`src/rtl/thrash_pkg.sv`:
```
package thrash_pkg;
  typedef enum logic [1:0] {ST_IDLE = 2'd0, ST_SPIN = 2'd1, ST_DONE = 2'd2} recState_t;

  typedef struct packed {
    logic setTried;
    logic clrTried;
    logic clrRecov;
    logic latchIdx;
  } dpStrobe_t;
endpackage

```
`src/rtl/thrash_dp.sv`:
```
module thrash_dp
  import thrash_pkg::*;
#(
  parameter int NUM_CTX  = 4,
  parameter int NUM_SLOT = 2,
  localparam int CTX_W  = (NUM_CTX  > 1) ? $clog2(NUM_CTX)  : 1,
  localparam int SLOT_W = (NUM_SLOT > 1) ? $clog2(NUM_SLOT) : 1,
  localparam int TOT    = NUM_CTX * NUM_SLOT,
  localparam int IDX_W  = (TOT > 1) ? $clog2(TOT) : 1
) (
  input  logic              clk,
  input  logic              rstN,
  input  dpStrobe_t         strb,
  input  logic [CTX_W-1:0]  accCtx,
  input  logic [SLOT_W-1:0] accSlot,
  input  logic              freeValid,
  input  logic [CTX_W-1:0]  freeCtx,
  input  logic [SLOT_W-1:0] freeSlot,
  input  logic              irqEnter,
  input  logic              irqExit,
  output logic              accTried,
  output logic              inIrq,
  output logic [CTX_W-1:0]  recCtx,
  output logic [SLOT_W-1:0] recSlot,
  output logic [TOT-1:0]    triedMask
);
  function automatic logic [IDX_W-1:0] idxOf(input logic [CTX_W-1:0] c, input logic [SLOT_W-1:0] s);
    return IDX_W'(IDX_W'(c) * IDX_W'(NUM_SLOT) + IDX_W'(s));
  endfunction

  logic [IDX_W-1:0] accIdx, freeIdx, recIdx;
  logic [TOT-1:0]   triedQ;

  assign accIdx  = idxOf(accCtx, accSlot);
  assign freeIdx = idxOf(freeCtx, freeSlot);
  assign recIdx  = idxOf(recCtx, recSlot);

  for (genvar g = 0; g < TOT; g++) begin : g_tried
    always_ff @(posedge clk or negedge rstN) begin
      if (!rstN)                                          triedQ[g] <= 1'b0;
      else if (strb.setTried && accIdx == IDX_W'(g))      triedQ[g] <= 1'b1;
      else if (strb.clrTried && accIdx == IDX_W'(g))      triedQ[g] <= 1'b0;
      else if (strb.clrRecov && recIdx == IDX_W'(g))      triedQ[g] <= 1'b0;
      else if (freeValid && freeIdx == IDX_W'(g))         triedQ[g] <= 1'b0;
    end
  end

  always_ff @(posedge clk or negedge rstN) begin
    if (!rstN) begin
      recCtx  <= '0;
      recSlot <= '0;
    end else if (strb.latchIdx) begin
      recCtx  <= accCtx;
      recSlot <= accSlot;
    end
  end

  always_ff @(posedge clk or negedge rstN) begin
    if (!rstN)         inIrq <= 1'b0;
    else if (irqEnter) inIrq <= 1'b1;
    else if (irqExit)  inIrq <= 1'b0;
  end

  assign accTried  = triedQ[accIdx];
  assign triedMask = triedQ;
endmodule

```
`src/rtl/thrash_ctl.sv`:
```
module thrash_ctl
  import thrash_pkg::*;
(
  input  logic       clk,
  input  logic       rstN,
  input  logic       accValid,
  input  logic       accHit,
  input  logic       txnDone,
  input  logic       accTried,
  input  logic       dataArrive,
  input  logic       inIrq,
  input  logic       irqExit,
  output dpStrobe_t  strb,
  output recState_t  state,
  output logic       retryReq
);
  recState_t stateQ, stateD;
  logic      heldQ, heldD;
  logic      arrived;

  assign arrived = dataArrive | heldQ;

  always_comb begin
    strb   = '0;
    stateD = stateQ;
    heldD  = heldQ;
    unique case (stateQ)
      ST_IDLE: begin
        heldD = 1'b0;
        if (accValid) begin
          if (accHit)         strb.clrTried = 1'b1;
          else if (!accTried) strb.setTried = 1'b1;
          else if (txnDone) begin
            strb.latchIdx = 1'b1;
            stateD        = ST_SPIN;
          end
        end
      end
      ST_SPIN: begin
        if (arrived && (!inIrq || irqExit)) begin
          stateD = ST_DONE;
          heldD  = 1'b0;
        end else if (arrived) begin
          heldD = 1'b1;
        end
      end
      ST_DONE: begin
        strb.clrRecov = 1'b1;
        stateD        = ST_IDLE;
      end
      default: stateD = ST_IDLE;
    endcase
  end

  always_ff @(posedge clk or negedge rstN) begin
    if (!rstN) begin
      stateQ   <= ST_IDLE;
      heldQ    <= 1'b0;
      retryReq <= 1'b0;
    end else begin
      stateQ   <= stateD;
      heldQ    <= heldD;
      retryReq <= (stateQ == ST_IDLE) && (stateD == ST_SPIN);
    end
  end

  assign state = stateQ;
endmodule

```
`src/rtl/thrash_recovery_ctl.sv`:
```
module thrash_recovery_ctl
  import thrash_pkg::*;
#(
  parameter int NUM_CTX  = 4,
  parameter int NUM_SLOT = 2,
  localparam int CTX_W  = (NUM_CTX  > 1) ? $clog2(NUM_CTX)  : 1,
  localparam int SLOT_W = (NUM_SLOT > 1) ? $clog2(NUM_SLOT) : 1,
  localparam int TOT    = NUM_CTX * NUM_SLOT
) (
  input  logic              clk,
  input  logic              rstN,
  input  logic              accValid,
  input  logic [CTX_W-1:0]  accCtx,
  input  logic [SLOT_W-1:0] accSlot,
  input  logic              accHit,
  input  logic              txnDone,
  input  logic              freeValid,
  input  logic [CTX_W-1:0]  freeCtx,
  input  logic [SLOT_W-1:0] freeSlot,
  input  logic              dataArrive,
  input  logic              irqEnter,
  input  logic              irqExit,
  output logic              csDisable,
  output logic              invDefer,
  output logic              retryReq,
  output logic [CTX_W-1:0]  retryCtx,
  output logic [SLOT_W-1:0] retrySlot,
  output logic [TOT-1:0]    triedMask
);
  dpStrobe_t strb;
  recState_t state;
  logic      accTried, inIrq;

  thrash_ctl u_ctl (
    .clk(clk), .rstN(rstN), .accValid(accValid), .accHit(accHit), .txnDone(txnDone),
    .accTried(accTried), .dataArrive(dataArrive), .inIrq(inIrq), .irqExit(irqExit),
    .strb(strb), .state(state), .retryReq(retryReq)
  );

  thrash_dp #(.NUM_CTX(NUM_CTX), .NUM_SLOT(NUM_SLOT)) u_dp (
    .clk(clk), .rstN(rstN), .strb(strb), .accCtx(accCtx), .accSlot(accSlot),
    .freeValid(freeValid), .freeCtx(freeCtx), .freeSlot(freeSlot),
    .irqEnter(irqEnter), .irqExit(irqExit), .accTried(accTried), .inIrq(inIrq),
    .recCtx(retryCtx), .recSlot(retrySlot), .triedMask(triedMask)
  );

  assign csDisable = (state == ST_SPIN);
  assign invDefer  = (state == ST_SPIN);
endmodule

```
`config.mk`:
```
export PLATFORM = sky130hd
export DESIGN_NAME = thrash_recovery_ctl
export DESIGN_NICKNAME = d
export VERILOG_FILES = /design/src/rtl/thrash_pkg.sv /design/src/rtl/thrash_dp.sv /design/src/rtl/thrash_ctl.sv /design/src/rtl/thrash_recovery_ctl.sv
export SDC_FILE = /design/constraint.sdc
export NUM_CORES = 1
export LEC_CHECK = 0
export BUFFER_PORTS_ARGS = -buffer_cell sky130_fd_sc_hd__buf_2
export CAP_MARGIN = 20
export CORE_MARGIN = 10
export CORE_UTILIZATION = 53
export CTS_BUF_LIST = sky130_fd_sc_hd__clkbuf_8
export DETAILED_ROUTE_END_ITERATION = 8
export GPL_ROUTABILITY_DRIVEN = 0
export HOLD_SLACK_MARGIN = 0.05
export PLACE_DENSITY_LB_ADDON = 0.3
export REMOVE_ABC_BUFFERS = 1
export SLEW_MARGIN = 15
export SYNTH_ARGS = -nofsm -noshare
export SYNTH_HDL_FRONTEND = slang
export SYNTH_HIERARCHICAL = 1
export SYNTH_SLANG_ARGS = --single-unit
```
`constraint.sdc`:
```
create_clock -name clk -period 4.75 [get_ports clk]
set_clock_uncertainty 0.1 [all_clocks]
set_input_delay 0.7125 -clock clk [delete_from_list [all_inputs] [get_ports clk]]
set_output_delay 0.7125 -clock clk [all_outputs]
set_load 0.005 [all_outputs]
```
=== After elaboration in Yosys (flattened, before gate mapping) ===
Index checks and enable logic that the tools add are counted.

* Word-level logic and storage cells: 151
* Output and inout port bits: 14
* Bits in registers: 16
* Bits of input ports: 15

* Bitwise operators: 1
* Reduce and logical (&&, ||, !) cells: 51
* Order comparisons: 1
* Equal/unequal tests: 25
* Mux-type cells: 56
* $add $sub $neg: 3

{| class="wikitable"
|+ Operators by type and width
! cell !! count
|-
| 1-bit two-way mux || 46
|-
| 3-bit equality test (second input constant) || 12
|-
| 1-bit logical AND || 34
|-
| 4-bit nonzero test || 8
|-
| 3-bit by 2-bit equality test with 1-bit output (second input constant) || 6
|-
| 2-bit two-way mux || 7
|-
| 3-bit by 1-bit adder with 3-bit output || 3
|-
| 3-bit by 1-bit equality test with 1-bit output (second input constant) || 3
|-
| 3-bit zero test || 3
|-
| 2-bit by 1-bit equality test with 1-bit output (second input constant) || 2
|-
| 3-bit by 4-bit < comparator with 1-bit output (second input constant) || 1
|-
| 2-bit case mux with 2 select lines || 1
|-
| 2-bit nonzero test || 2
|-
| 1-bit binary-select mux with 3-bit select || 1
|-
| 3-bit by 1-bit inequality test with 1-bit output (second input constant) || 1
|-
| 2-bit equality test (second input constant) || 1
|-
| 2-bit zero test || 1
|-
| 1-bit case mux with 2 select lines || 1
|-
| 2-bit AND reduction || 1
|-
| 1-bit zero test || 1
|-
| 1-bit logical OR || 1
|-
| 1-bit bitwise OR || 1
|}

=== Longest topological paths before layout ===
* Depth in word-level cells: 10
* Depth in mapped cells: 6
* Gate-level depth less buffers: 5

=== Cells and area by module ===
Netlist, hierarchy kept.

{| class="wikitable"
|+ By module, submodules not included
! module !! area each (um^2) !! cells an instance !! seq. area each (um^2) !! instances
|-
| thrash_dp || 829.5 || 69 || 300.3 || 1
|-
| thrash_ctl || 193.9 || 21 || 100.1 || 1
|-
| thrash_recovery_ctl || 21.3 || 2 || 0.0 || 1
|}

=== Worst setup path after synthesis ===
OpenSTA, ideal clock, no wires.

* Path type: input -> register
* Start: input accSlot
* End: register u_dp.triedQ[4], in the netlist u_dp/triedMask[4]
* Arrival time: 2.412 ns
* Setup time: 0.110 ns
* Stages on the path: 6
* Slack: 2.128 ns
* Path buffers: 1
* Data required time: 4.540 ns
* Cell sequence: buf_6 > mux4_1 > mux2_2 > nor2b_1 > or4bb_1 > o41ai_1

{| class="wikitable"
|+ RTL lines
! element !! RTL line !! source
|-
| from (decl) || thrash_recovery_ctl.sv:14 || <nowiki>input logic [SLOT_W-1:0] accSlot,</nowiki>
|-
| to (signal, indexed assignment) || thrash_dp.sv:40 || <nowiki>if (!rstN) triedQ[g] <= 1'b0;</nowiki>
|-
| to (signal, indexed assignment) || thrash_dp.sv:41 || <nowiki>else if (strb.setTried && accIdx == IDX_W'(g)) triedQ[g] <= 1'b1;</nowiki>
|-
| to (signal, indexed assignment) || thrash_dp.sv:42 || <nowiki>else if (strb.clrTried && accIdx == IDX_W'(g)) triedQ[g] <= 1'b0;</nowiki>
|-
| to (decl) || thrash_dp.sv:32 || <nowiki>logic [TOT-1:0] triedQ;</nowiki>
|}

==> flow_summary.toml <==
[clock_network]
cts_resized = 0
clockRootBuffer = "clkbuf_8"
clk_pin_slew_ns = 0.06
cts_tree = "built"
clock_latency_ns = 0.25
holdBufCountCts = 0
post_cts_buffers = 0
clock-sinks = 16
cts-htree-levels = 1
clk_path_buf_depth = 2
cts_made_buffers = 3

[synthesis]
yosysWarningCount = 6
synth_area_um2 = 1040
synth.area.top_cells = "dfrtp_1 (38%), nand4b_1 (7.5%), nor4bb_1 (6.7%)"
synthCells = 92
synth-seq-cells = 16
syn_area_per_cell_um2 = 11.4
yosysUniqueCellTypes = 31
ys_seq_area_share_pct = 38.3
synth_top_area_cell = "dfrtp_1"
yosysTopAreaCellShare_pct = 38.3

[timing]
fmax_ghz = 0.359
drv_slew = 0
worst_slew_pin_slew_ns = 0.865
setup_viol = 0
min_period_ns = 2.79
hold_viol = 0
max_slew_margin_pct = 41.9
rsz0062_at_grt = "no"
hold_ws_ns = 0.265
fin_setup_tns_ns = 0
timing.final.crit_share_pct = 58.7

[critical_path]
start_kind = "input port"
slowest_stage = "mux4_1"
crit_fanout = 19
arrival_ns = 2.82
r2r_setup_slack_ns = 2.37
critical_path.top_delay_family = "multiplexers"
rr_endpoint = "u_dp/triedMask[4]"
reg2reg_depth = 5
slowest_delay_ns = 0.60
endpoint_kind = "flop"
worstReg2RegStart = "u_dp/triedMask[1]"
critical_path_required_ns = 4.78
crit_buf_inv = 1
cp_cell_sequence = "buf_2 -> mux4_1 -> mux2_2 -> nor2b_1 -> or4bb_1 -> o41ai_1"
worstSetupPathType = "in -> reg"

[finish]
layout_commonest_cell = "buf_2"
layout_common_cells = "buf_2 (28), dfrtp_1 (16), nand4b_1 (9), nor4bb_1 (7), inv_1 (6)"
nNetsFinal = 134
drive_gt1_share_pct = 33.9
n_fill_cell = 180
regArea_um2 = 400
multi_input_area_um2 = 586
final_util_pct = 64.4
diodes = 0
areaGrowthSynthToFinish_pct = 18.4

[routing]
via_per_inst = 5.98
ant_nets = 0
vias = 867
routed.top_layer = "met4"
route.detailed.wl_per_inst_um = 17.7
drc = 0
wl_met1_um = 1130
wl_met2_um = 1280
firstDrtPassIters = 4
drt_iter0_markers = 26
drt-total-wl_um = 2560
wl_met3_um = 136

[hold_path]
holdCritPathClass = "in -> async"

[place]
post-dp-hpwl_um = 1980
portBuffers = 28

[global_route]
grt_pass1_vias = 869
grt_pass1_wl_um = 4040
grt_max_degree = 20
grt_usage_pct = 12.0
antenna_found_initial = 0
grt.overflow.total = 0

[die]
core_area_um2 = 1920
die_y_um = 64.4
dieWidth_um = 64.4
start_util_pct = 54.4
dieArea_um2 = 4150
io_pins = 29
placementRows = 16

[job]
maxCapViolCount = 0

[power_and_ir_drop]
leakagePower_uw = 0.000585
powerDensity_nw_per_um2 = 375
irDropWorstVdd_mv = 0.331

[outcome]
status = "finished clean"
## worst reg2reg max path, stage by stage (launching register included)
cell and delay (ns):
dfrtp_1 0.40, mux4_1 0.52, mux2_2 0.30, nor2b_1 0.34
or4bb_1 0.53, o41ai_1 0.08
## report_power, final
group	leakage, uW	switching, uW	internal, uW
Combinational	0.000349	55.2	75.0
Sequential	0.000207	46.0	169
Clock	0.0000288	44.7	73.4
Total	0.000585	146	318
## metrics by stage
step,cell area [um^2],worst slack (ns),instances,total power [uW]
2_1_floorplan,1010,2.24,86,277
3_3_place_gp,1180,1.85,141,345
3_5_place_dp,1180,1.72,141,350
4_1_cts,1240,1.98,145,472
5_1_grt,1240,1.91,145,492
6_report,1240,1.96,145,463
## cell families after synthesis
family	count (synthesis)	synth area share, %
flip-flops	16	38.3
buffers and inverters	12	5.63
multiplexers	6	9.34
AND/OR/NAND/NOR	46	37.1
AO/OA/AOI/OAI	12	9.58
## sequential cells by signal (all words and copies together), names as in the netlist
name,cells
u_ctl/retryReq,1
u_dp/recSlot,1
u_ctl/heldQ,1
u_dp/inIrq,1
u_dp/recCtx,2
u_ctl/state,2
u_dp/triedMask,8
## synthesized netlist by cell type, drive strengths merged
| cell type | instances |
|---|---|
| dfrtp | 16 |
| nand4b | 9 |
| nor4bb | 7 |
| inv | 6 |
| a41o | 4 |
| mux2 | 4 |
| nor2 | 4 |
| nor4b | 4 |
| o41ai | 4 |
| and4b | 3 |
| buf | 3 |
| clkbuf | 3 |
| nand4 | 3 |
| nor2b | 3 |
| a21oi | 2 |
| and3 | 2 |
| and4bb | 2 |
| mux4 | 2 |
| nand2 | 2 |
| nor3 | 2 |
| or4bb | 2 |
| a21o | 1 |
| and4 | 1 |
| nand4bb | 1 |
| o21bai | 1 |
| or4b | 1 |
## metal layers
metal  GRT usage [%]  vias up
met2            19.8       21
li1                -      430
met4            4.81        0
met1            14.2      414
met5               0        -
met3            3.66        2
## cell type report
| type | instances | area share, % |
|---|---|---|
| Inverter | 6 | 1.82 |
| Sequential cell | 16 | 32.4 |
| Clock buffer | 4 | 4.45 |
| Timing Repair Buffer | 28 | 11.3 |
| Tap cell | 27 | 2.73 |
| Multi-Input combinational cell | 64 | 47.3 |
## worst max-delay path by stage
| stage | start | end | slack [ns] | cells after the start |
|---|---|---|---|---|
| 6_report | accSlot | u_dp/triedMask[4] | 1.96 | 6 |
| 5_1_grt | accSlot | u_dp/triedMask[4] | 1.91 | 6 |
| 4_1_cts | accSlot | u_dp/triedMask[4] | 1.98 | 6 |
| 3_5_place_dp | accSlot | u_dp/triedMask[4] | 1.72 | 6 |
| 3_3_place_gp | accSlot | u_dp/triedMask[4] | 1.85 | 6 |
| 2_1_floorplan | accSlot | u_dp/triedMask[4] | 2.24 | 5 |
Power figures use the tool's default switching activity.
